`src/rtl/clk_dist_pkg.sv`:
```
package clk_dist_pkg;

    localparam int NUM_PINS = 4;
    localparam int SRC_W    = 3;

    typedef enum logic [SRC_W-1:0] {
        SRC_PIN0 = 3'd0,
        SRC_PIN1 = 3'd1,
        SRC_PIN2 = 3'd2,
        SRC_PIN3 = 3'd3,
        SRC_INT  = 3'd4,
        SRC_RSV5 = 3'd5,
        SRC_RSV6 = 3'd6,
        SRC_RSV7 = 3'd7
    } src_e;

    typedef enum logic {
        LINE_LOGIC = 1'b0,
        LINE_IO    = 1'b1
    } line_e;

    typedef struct packed {
        logic [NUM_PINS-1:0] pin;
        logic                internal;
    } clk_src_t;

    function automatic logic src_allowed(input line_e kind, input logic [SRC_W-1:0] code);
        logic ok;
        ok = 1'b0;
        case (src_e'(code))
            SRC_PIN1: ok = (kind == LINE_LOGIC);
            SRC_PIN2: ok = 1'b1;
            SRC_PIN3: ok = (kind == LINE_IO);
            SRC_INT:  ok = 1'b1;
            default:  ok = 1'b0;
        endcase
        return ok;
    endfunction

endpackage

```
`src/rtl/clk_dist_cfg_reg.sv`:
```
module clk_dist_cfg_reg
    import clk_dist_pkg::*;
#(
    parameter int NUM_LB_SEL = 2,
    parameter int NUM_IO     = 2
) (
    input  logic                        clk,
    input  logic                        rst,
    input  logic [NUM_LB_SEL*SRC_W-1:0] lb_sel_in,
    input  logic [NUM_IO*SRC_W-1:0]     io_sel_in,
    output logic [NUM_LB_SEL*SRC_W-1:0] lb_sel_q,
    output logic [NUM_IO*SRC_W-1:0]     io_sel_q,
    output logic                        run_q,
    output logic                        cfg_err
);

    logic [NUM_LB_SEL-1:0] lb_bad;
    logic [NUM_IO-1:0]     io_bad;

    for (genvar i = 0; i < NUM_LB_SEL; i++) begin : g_lb_chk
        assign lb_bad[i] = !src_allowed(LINE_LOGIC, lb_sel_in[i*SRC_W +: SRC_W]);
    end

    for (genvar j = 0; j < NUM_IO; j++) begin : g_io_chk
        assign io_bad[j] = !src_allowed(LINE_IO, io_sel_in[j*SRC_W +: SRC_W]);
    end

    always_ff @(posedge clk) begin
        if (rst) begin
            lb_sel_q <= lb_sel_in;
            io_sel_q <= io_sel_in;
            cfg_err  <= (|lb_bad) | (|io_bad);
            run_q    <= 1'b0;
        end else begin
            run_q    <= 1'b1;
        end
    end

    AST_SEL_HELD: assert property (@(posedge clk) disable iff (rst)
        !rst |=> ($stable(lb_sel_q) && $stable(io_sel_q)));

    AST_ERR_HELD: assert property (@(posedge clk) disable iff (rst)
        !rst |=> $stable(cfg_err));

endmodule

```
`src/rtl/clk_dist_line_mux.sv`:
```
module clk_dist_line_mux
    import clk_dist_pkg::*;
#(
    parameter line_e KIND = LINE_LOGIC
) (
    input  clk_src_t         src,
    input  logic [SRC_W-1:0] sel,
    input  logic             en,
    output logic             clk_o
);

    logic picked;

    if (KIND == LINE_LOGIC) begin : g_logic
        always_comb begin
            case (src_e'(sel))
                SRC_PIN1: picked = src.pin[1];
                SRC_PIN2: picked = src.pin[2];
                SRC_INT:  picked = src.internal;
                default:  picked = 1'b0;
            endcase
        end
    end else begin : g_io
        always_comb begin
            case (src_e'(sel))
                SRC_PIN2: picked = src.pin[2];
                SRC_PIN3: picked = src.pin[3];
                SRC_INT:  picked = src.internal;
                default:  picked = 1'b0;
            endcase
        end
    end

    assign clk_o = en & picked;

endmodule

```
`src/rtl/clk_dist_net.sv`:
```
module clk_dist_net
    import clk_dist_pkg::*;
#(
    parameter int NUM_LB = 3,
    parameter int NUM_IO = 2
) (
    input  logic                        cfg_clk,
    input  logic                        rst,
    input  logic [NUM_PINS-1:0]         y_pin,
    input  logic                        int_clk,
    input  logic [(NUM_LB-1)*SRC_W-1:0] lb_sel,
    input  logic [NUM_IO*SRC_W-1:0]     io_sel,
    output logic [NUM_LB-1:0]           lb_clk,
    output logic [NUM_IO-1:0]           io_clk,
    output logic                        cfg_err
);

    localparam int NUM_LB_SEL = NUM_LB - 1;

    logic [NUM_LB_SEL*SRC_W-1:0] lb_sel_q;
    logic [NUM_IO*SRC_W-1:0]     io_sel_q;
    logic                        run_q;
    clk_src_t                    src;

    assign src.pin      = y_pin;
    assign src.internal = int_clk;

    clk_dist_cfg_reg #(
        .NUM_LB_SEL (NUM_LB_SEL),
        .NUM_IO     (NUM_IO)
    ) u_cfg (
        .clk       (cfg_clk),
        .rst       (rst),
        .lb_sel_in (lb_sel),
        .io_sel_in (io_sel),
        .lb_sel_q  (lb_sel_q),
        .io_sel_q  (io_sel_q),
        .run_q     (run_q),
        .cfg_err   (cfg_err)
    );

    assign lb_clk[0] = y_pin[0];

    for (genvar i = 0; i < NUM_LB_SEL; i++) begin : g_lb_line
        clk_dist_line_mux #(.KIND(LINE_LOGIC)) u_mux (
            .src   (src),
            .sel   (lb_sel_q[i*SRC_W +: SRC_W]),
            .en    (run_q),
            .clk_o (lb_clk[i+1])
        );

        AST_LB_ILLEGAL_LOW: assert property (@(posedge cfg_clk) disable iff (rst)
            !src_allowed(LINE_LOGIC, lb_sel_q[i*SRC_W +: SRC_W]) |-> !lb_clk[i+1]);
    end

    for (genvar j = 0; j < NUM_IO; j++) begin : g_io_line
        clk_dist_line_mux #(.KIND(LINE_IO)) u_mux (
            .src   (src),
            .sel   (io_sel_q[j*SRC_W +: SRC_W]),
            .en    (run_q),
            .clk_o (io_clk[j])
        );

        AST_IO_ILLEGAL_LOW: assert property (@(posedge cfg_clk) disable iff (rst)
            !src_allowed(LINE_IO, io_sel_q[j*SRC_W +: SRC_W]) |-> !io_clk[j]);
    end

    AST_GATED_IN_RESET: assert property (@(posedge cfg_clk) disable iff (rst)
        !run_q |-> (lb_clk[NUM_LB-1:1] == '0 && io_clk == '0));

    AST_ERR_FLAGS_BAD_ROUTE: assert property (@(posedge cfg_clk) disable iff (rst)
        (!src_allowed(LINE_LOGIC, lb_sel_q[SRC_W-1:0]) ||
         !src_allowed(LINE_IO, io_sel_q[SRC_W-1:0])) |-> cfg_err);

endmodule

```
`config.mk`:
```
export PLATFORM = sky130hd
export DESIGN_NAME = clk_dist_net
export DESIGN_NICKNAME = d
export VERILOG_FILES = /design/src/rtl/clk_dist_pkg.sv /design/src/rtl/clk_dist_cfg_reg.sv /design/src/rtl/clk_dist_line_mux.sv /design/src/rtl/clk_dist_net.sv
export SDC_FILE = /design/constraint.sdc
export NUM_CORES = 1
export LEC_CHECK = 0
export BUFFER_PORTS_ARGS = -buffer_cell sky130_fd_sc_hd__buf_2
export CORE_MARGIN = 2
export CORE_UTILIZATION = 40
export CTS_BUF_LIST = sky130_fd_sc_hd__clkbuf_4
export DETAILED_ROUTE_END_ITERATION = 10
export MAX_ROUTING_LAYER = met4
export PLACE_DENSITY = 0.73
export RECOVER_POWER = 100
export SYNTH_ARGS = -nofsm -noshare
export SYNTH_HDL_FRONTEND = slang
export SYNTH_SLANG_ARGS = --single-unit
```
`constraint.sdc`:
```
create_clock -name cfg_clk -period 1.55 [get_ports cfg_clk]
set_input_delay 0.0775 -clock cfg_clk [delete_from_list [all_inputs] [get_ports cfg_clk]]
set_output_delay 0.0775 -clock cfg_clk [all_outputs]
set_load 0.01 [all_outputs]
```
[Yosys cells after proc, flatten, opt, wreduce, memory -nomap -nowiden]
Index checks and enable logic that the tools add are counted.
Operators by class
  divide/modulo/power cells: 0
  muxes and demuxes: 9
  $lt $le $gt $ge: 0
  reductions and logical operators: 10
  shift operators: 0
  eq/ne operators: 24
  multiply operators: 0
  add/subtract/negate cells: 0
  bitwise gates (word level): 5
Operator list (count)
  $eq A3 B2 Y1 const B: 12
  $eq A3 B3 Y1 const B: 8
  $eq A3 B1 Y1 const B: 4
  $pmux W1 S3: 4
  $reduce_or A3 Y1: 4
  $mux W1: 5
  $and A1 B1 Y1: 4
  $logic_not A1 Y1: 4
  $reduce_or A2 Y1: 2
  $or A1 B1 Y1: 1
Word-level totals
  memory bits (read-only): 0
  register bits after elaboration: 14
  RAM bits: 0
  latch bits: 0
  memories kept: 0
  output and inout bits: 6
  bits of input ports: 19
  logic and storage cells: 52

[Depth between registers and ports, before layout]
  word-level depth: 6
  depth in mapped cells: 4
  gate-level depth less buffers: 3

[Hierarchy]
A second synthesis with hierarchy kept.
Second synthesis, totals
  cells, all modules: 52
  area total of the unflattened synthesis: 650.6 um^2
By module, submodules not included
  clk_dist_cfg_reg: times used 1, area an instance 503.0 um^2, cells each 27, seq. area each 410.4 um^2
  clk_dist_line_mux at g_lb_line[0].u_mux ...: times used 2, area an instance 36.3 um^2, cells each 6, seq. area each 0.0 um^2
  clk_dist_line_mux at g_io_line[0].u_mux ...: times used 2, area an instance 33.8 um^2, cells each 6, seq. area each 0.0 um^2
  clk_dist_net: times used 1, area an instance 7.5 um^2, cells each 1, seq. area each 0.0 um^2

[Worst setup path after synthesis]
No wires, ideal clock.
  kind: register to output
  from: register u_cfg.lb_sel_q[2]
  to: output lb_clk[1]
  setup slack: 0.594 ns
  cell stages (with the launch flop): 5
  arrival time: 0.878 ns
  buffers on the path: 1
  data required time: 1.472 ns
  cell sequence: edfxtp_1 > nand3b_1 > a21oi_1 > o21a_1 > buf_4
On the way
  cells in the longest elaborated chain, start to end: 3
  elaborated cells between the ends (all ways): 5
  classes of those cells: eq/ne (3); mux (1); bitwise (1)
Ends and longest elaborated chain
  start: declaration: RTL line clk_dist_cfg_reg.sv:11  | output logic [NUM_LB_SEL*SRC_W-1:0] lb_sel_q,
  start signal: assignment: RTL line clk_dist_cfg_reg.sv:30  | lb_sel_q <= lb_sel_in;
  $eq A3 B3 Y1, or another cell as far along: RTL line clk_dist_line_mux.sv:16  | case (src_e'(sel))
  $pmux W1 S3 *: RTL line clk_dist_line_mux.sv:16
  $and A1 B1 Y1 *: RTL line clk_dist_line_mux.sv:34  | assign clk_o = en & picked;
  end: declaration: RTL line clk_dist_net.sv:13  | output logic [NUM_LB-1:0] lb_clk,
Every way passes the cells marked *; elsewhere a longest branch is shown, timed or not.

[Final worst setup path]
  from: register u_cfg.lb_sel_q[5]
  to: output lb_clk[2]
Same word-level chain as after synthesis.

==> reports/results.ini <==
[die]
core_sq_um = 1541
dieArea_sq_um = 2041
std_cell_rows = 14
die_h_um = 45.18
pin_count = 25
dieWidth_um = 45.18
initial_core_util_pct = 43.99

[synth]
synth_area_leaders = edfxtp_1 58%, buf_4 5.5%, o21ai_0 4.4%, nand3b_1 4.4%, nor3b_2 3.7%
synth_area_per_cell_sq_um = 11.90
ys_async_sr_fraction_pct = 0
yosysTopAreaCellShare_pct = 57.56
syn_area_sq_um = 678.2
ys_seq_area_share_pct = 60.52
synth_top_area_cell = edfxtp_1
synth_flop_cell = edfxtp_1
synth-edff-count = 13
syn_nets = 76
ys_warn_count = 0
synth_seq_cells = 14
syn_inst = 57
synth.distinct_cells = 18

[route]
firstDrtPassIters = 1
highest_layer = met4
ant_nets = 0
drtIter0Drc = 0
drc = 0
wl_met2_um = 644
wire_per_inst_um = 13.05
routed_wl_mm = 1.253
vias = 493
met1Wirelength_um = 542
wl_met3_um = 60
vias_per_cell = 5.135

[layout]
drive_gt1_share_pct = 10.00
finalNetCount = 100
syn_to_final_growth_pct = 16.42
seqCellArea_sq_um = 410.4
insertedDiodeCount = 0
nFillCells = 148
multi_input_area_sq_um = 217.7
final_util_pct = 51.22

[global_route]
antenna_found_initial = 0
grt_usage_pct = 14.01
grt_pass1_vias = 494
grt_overflow_total = 0
grt_pass1_wl_mm = 2.042
grt_max_degree = 15

[critical_path]
cp_max_fo = 3
arrival_ns = 1.30
crit_required_ns = 1.47
critPathLaunchType = register
critical_path_class = register to primary output
critPathCaptureType = primary output

[cts]
tritoncts = done
cts_buffer_depth = 2
cts_resized = 0
cts_buffers = 3
cts_max_level = 1
path_clk_slew_ns = 0.08
numClockSinks = 14
cts-root-buf = clkbuf_4

[pwr]
clock_power_share_pct = 26.4
comb_power_share_pct = 11.6
powerDensity_nw_per_um2 = 945.6
seqPwrFrac_pct = 62.0
switching_power_mw = 0.1679
total_power_mw = 0.7466
max-vdd-ir-drop_uv = 554.7
swShare_pct = 22.49
leakage_nw = 0.2788
p_int_mw = 0.5787

[placement]
dp_hpwl_um = 968.9
gp_congestion = 0.6688
io_buffers = 22
preCtsSetupSlack_ns = 0.4641

[flow_run]
cap_violations = 0

[timing]
maxSlewHeadroom_pct = 54.89
rsz0062_at_grt = false
slew_viol_final = 0
final_hold_viol_count = 0
fin_crit_sh_pct = 89.16
final.min_clock_period_ns = 1.382
worst_slack_ns = 0.1681
fmax_mhz = 723.6
setup_violations = 0
setup-tns-final_ns = 0
tightest_slew_ns = 0.6766

[worst_hold_path]
hold_path.class = input port to register

[run_status]
status = completed

==> path summary, 6_finish.rpt <==
check	slack (ns)	start	cells past startpoint	to
worst min-delay path	0.03	lb_sel[1]	1	u_cfg.lb_sel_q[1]
worst max-delay path	0.17	u_cfg.lb_sel_q[5]	4	lb_clk[2]
==> power by group through the flow <==
stage	Combinational [mW]	Sequential, mW	Clock (mW)
2_1_floorplan	0.0494	0.466	0
3_3_place_gp	0.0848	0.468	0
3_5_place_dp	0.0897	0.470	0
4_1_cts	0.0901	0.462	0.198
5_1_grt	0.0971	0.467	0.221
6_report	0.0867	0.463	0.197
==> critical path: stages (launching register included) <==
cell and delay (ns):
edfxtp_1 0.42, nand3b_1 0.18, a21oi_1 0.18, o21a_1 0.13, clkbuf_1 0.14
==> routing by layer <==
metal,vias to the layer above,track usage [%]
li1,251,-
met1,229,15.03
met2,11,26.00
met3,2,2.800
met4,0,3.529
met5,-,-
==> cell usage after synthesis (2+ instances only) <==
cell type and count:
edfxtp_1 13, o21ai_0 6, buf_4 5, nand2_1 4, nand3b_1 4, o22ai_1 3, a21oi_1 2, and3_1 2
inv_1 2, nand2b_1 2, nor2_1 2, nor2b_1 2, nor3_1 2, nor3b_2 2, o21a_1 2, xor2_1 2
==> area by class of cell <==
| cell class | count | share of cell area, % |
|---|---|---|
| Sequential cell | 14 | 51.98 |
| Multi-Input combinational cell | 36 | 27.58 |
| Timing Repair Buffer | 24 | 13.63 |
| Clock buffer | 3 | 2.853 |
| Tap cell | 16 | 2.536 |
| Inverter | 2 | 0.9509 |
| Clock inverter | 1 | 0.4754 |
==> sequential cells by signal (all words and copies together) (netlist names) <==
name / count
u_cfg.io_sel_q: 6
u_cfg.cfg_err: 1
u_cfg.run_q: 1
u_cfg.lb_sel_q: 6
==> cell usage in the layout, fill, tap and decap left out <==
| cell | n |
|---|---|
| nor3_1 | 2 |
| xor2_1 | 2 |
| dlygate4sd3_1 | 2 |
| inv_1 | 2 |
| or3_1 | 1 |
| nor2_1 | 2 |
| nor3b_2 | 1 |
| o21ai_0 | 6 |
| a21oi_1 | 2 |
| o22ai_1 | 3 |
| and3_1 | 2 |
| nand2b_1 | 2 |
| edfxtp_1 | 13 |
| nor3b_1 | 1 |
| o21a_1 | 2 |
| dfxtp_1 | 1 |
| clkbuf_4 | 3 |
| nand3b_1 | 4 |
| nor2b_1 | 2 |
| clkinv_1 | 1 |
| buf_2 | 4 |
| nand2_1 | 4 |
| clkbuf_1 | 18 |
==> stage by stage <==
stage	cell area, sq um	hold WS (ns)	std cells
final	789.5	0.02705	96
after global routing	789.5	0.02408	96
after CTS	797.0	0.004066	94
after detailed placement	770.7	0.1551	90
after global placement	770.7	0.1551	90
after floorplan	678.2	0.1340	57
==> cells by family after synthesis <==
| family | Yosys count | synth area share [%] |
|---|---|---|
| AND/OR/NAND/NOR | 21 | 19.37 |
| AO/OA/AOI/OAI | 13 | 10.89 |
| flip-flops | 14 | 60.52 |
| XOR/XNOR | 2 | 2.583 |
| buffers and inverters | 7 | 6.643 |
==> timing repair <==
action	in CTS	in global routing
hold buffers	0	2
setup buffers	0	0
endpoints found under the hold margin	0	2
Power figures use the tool's default switching activity.
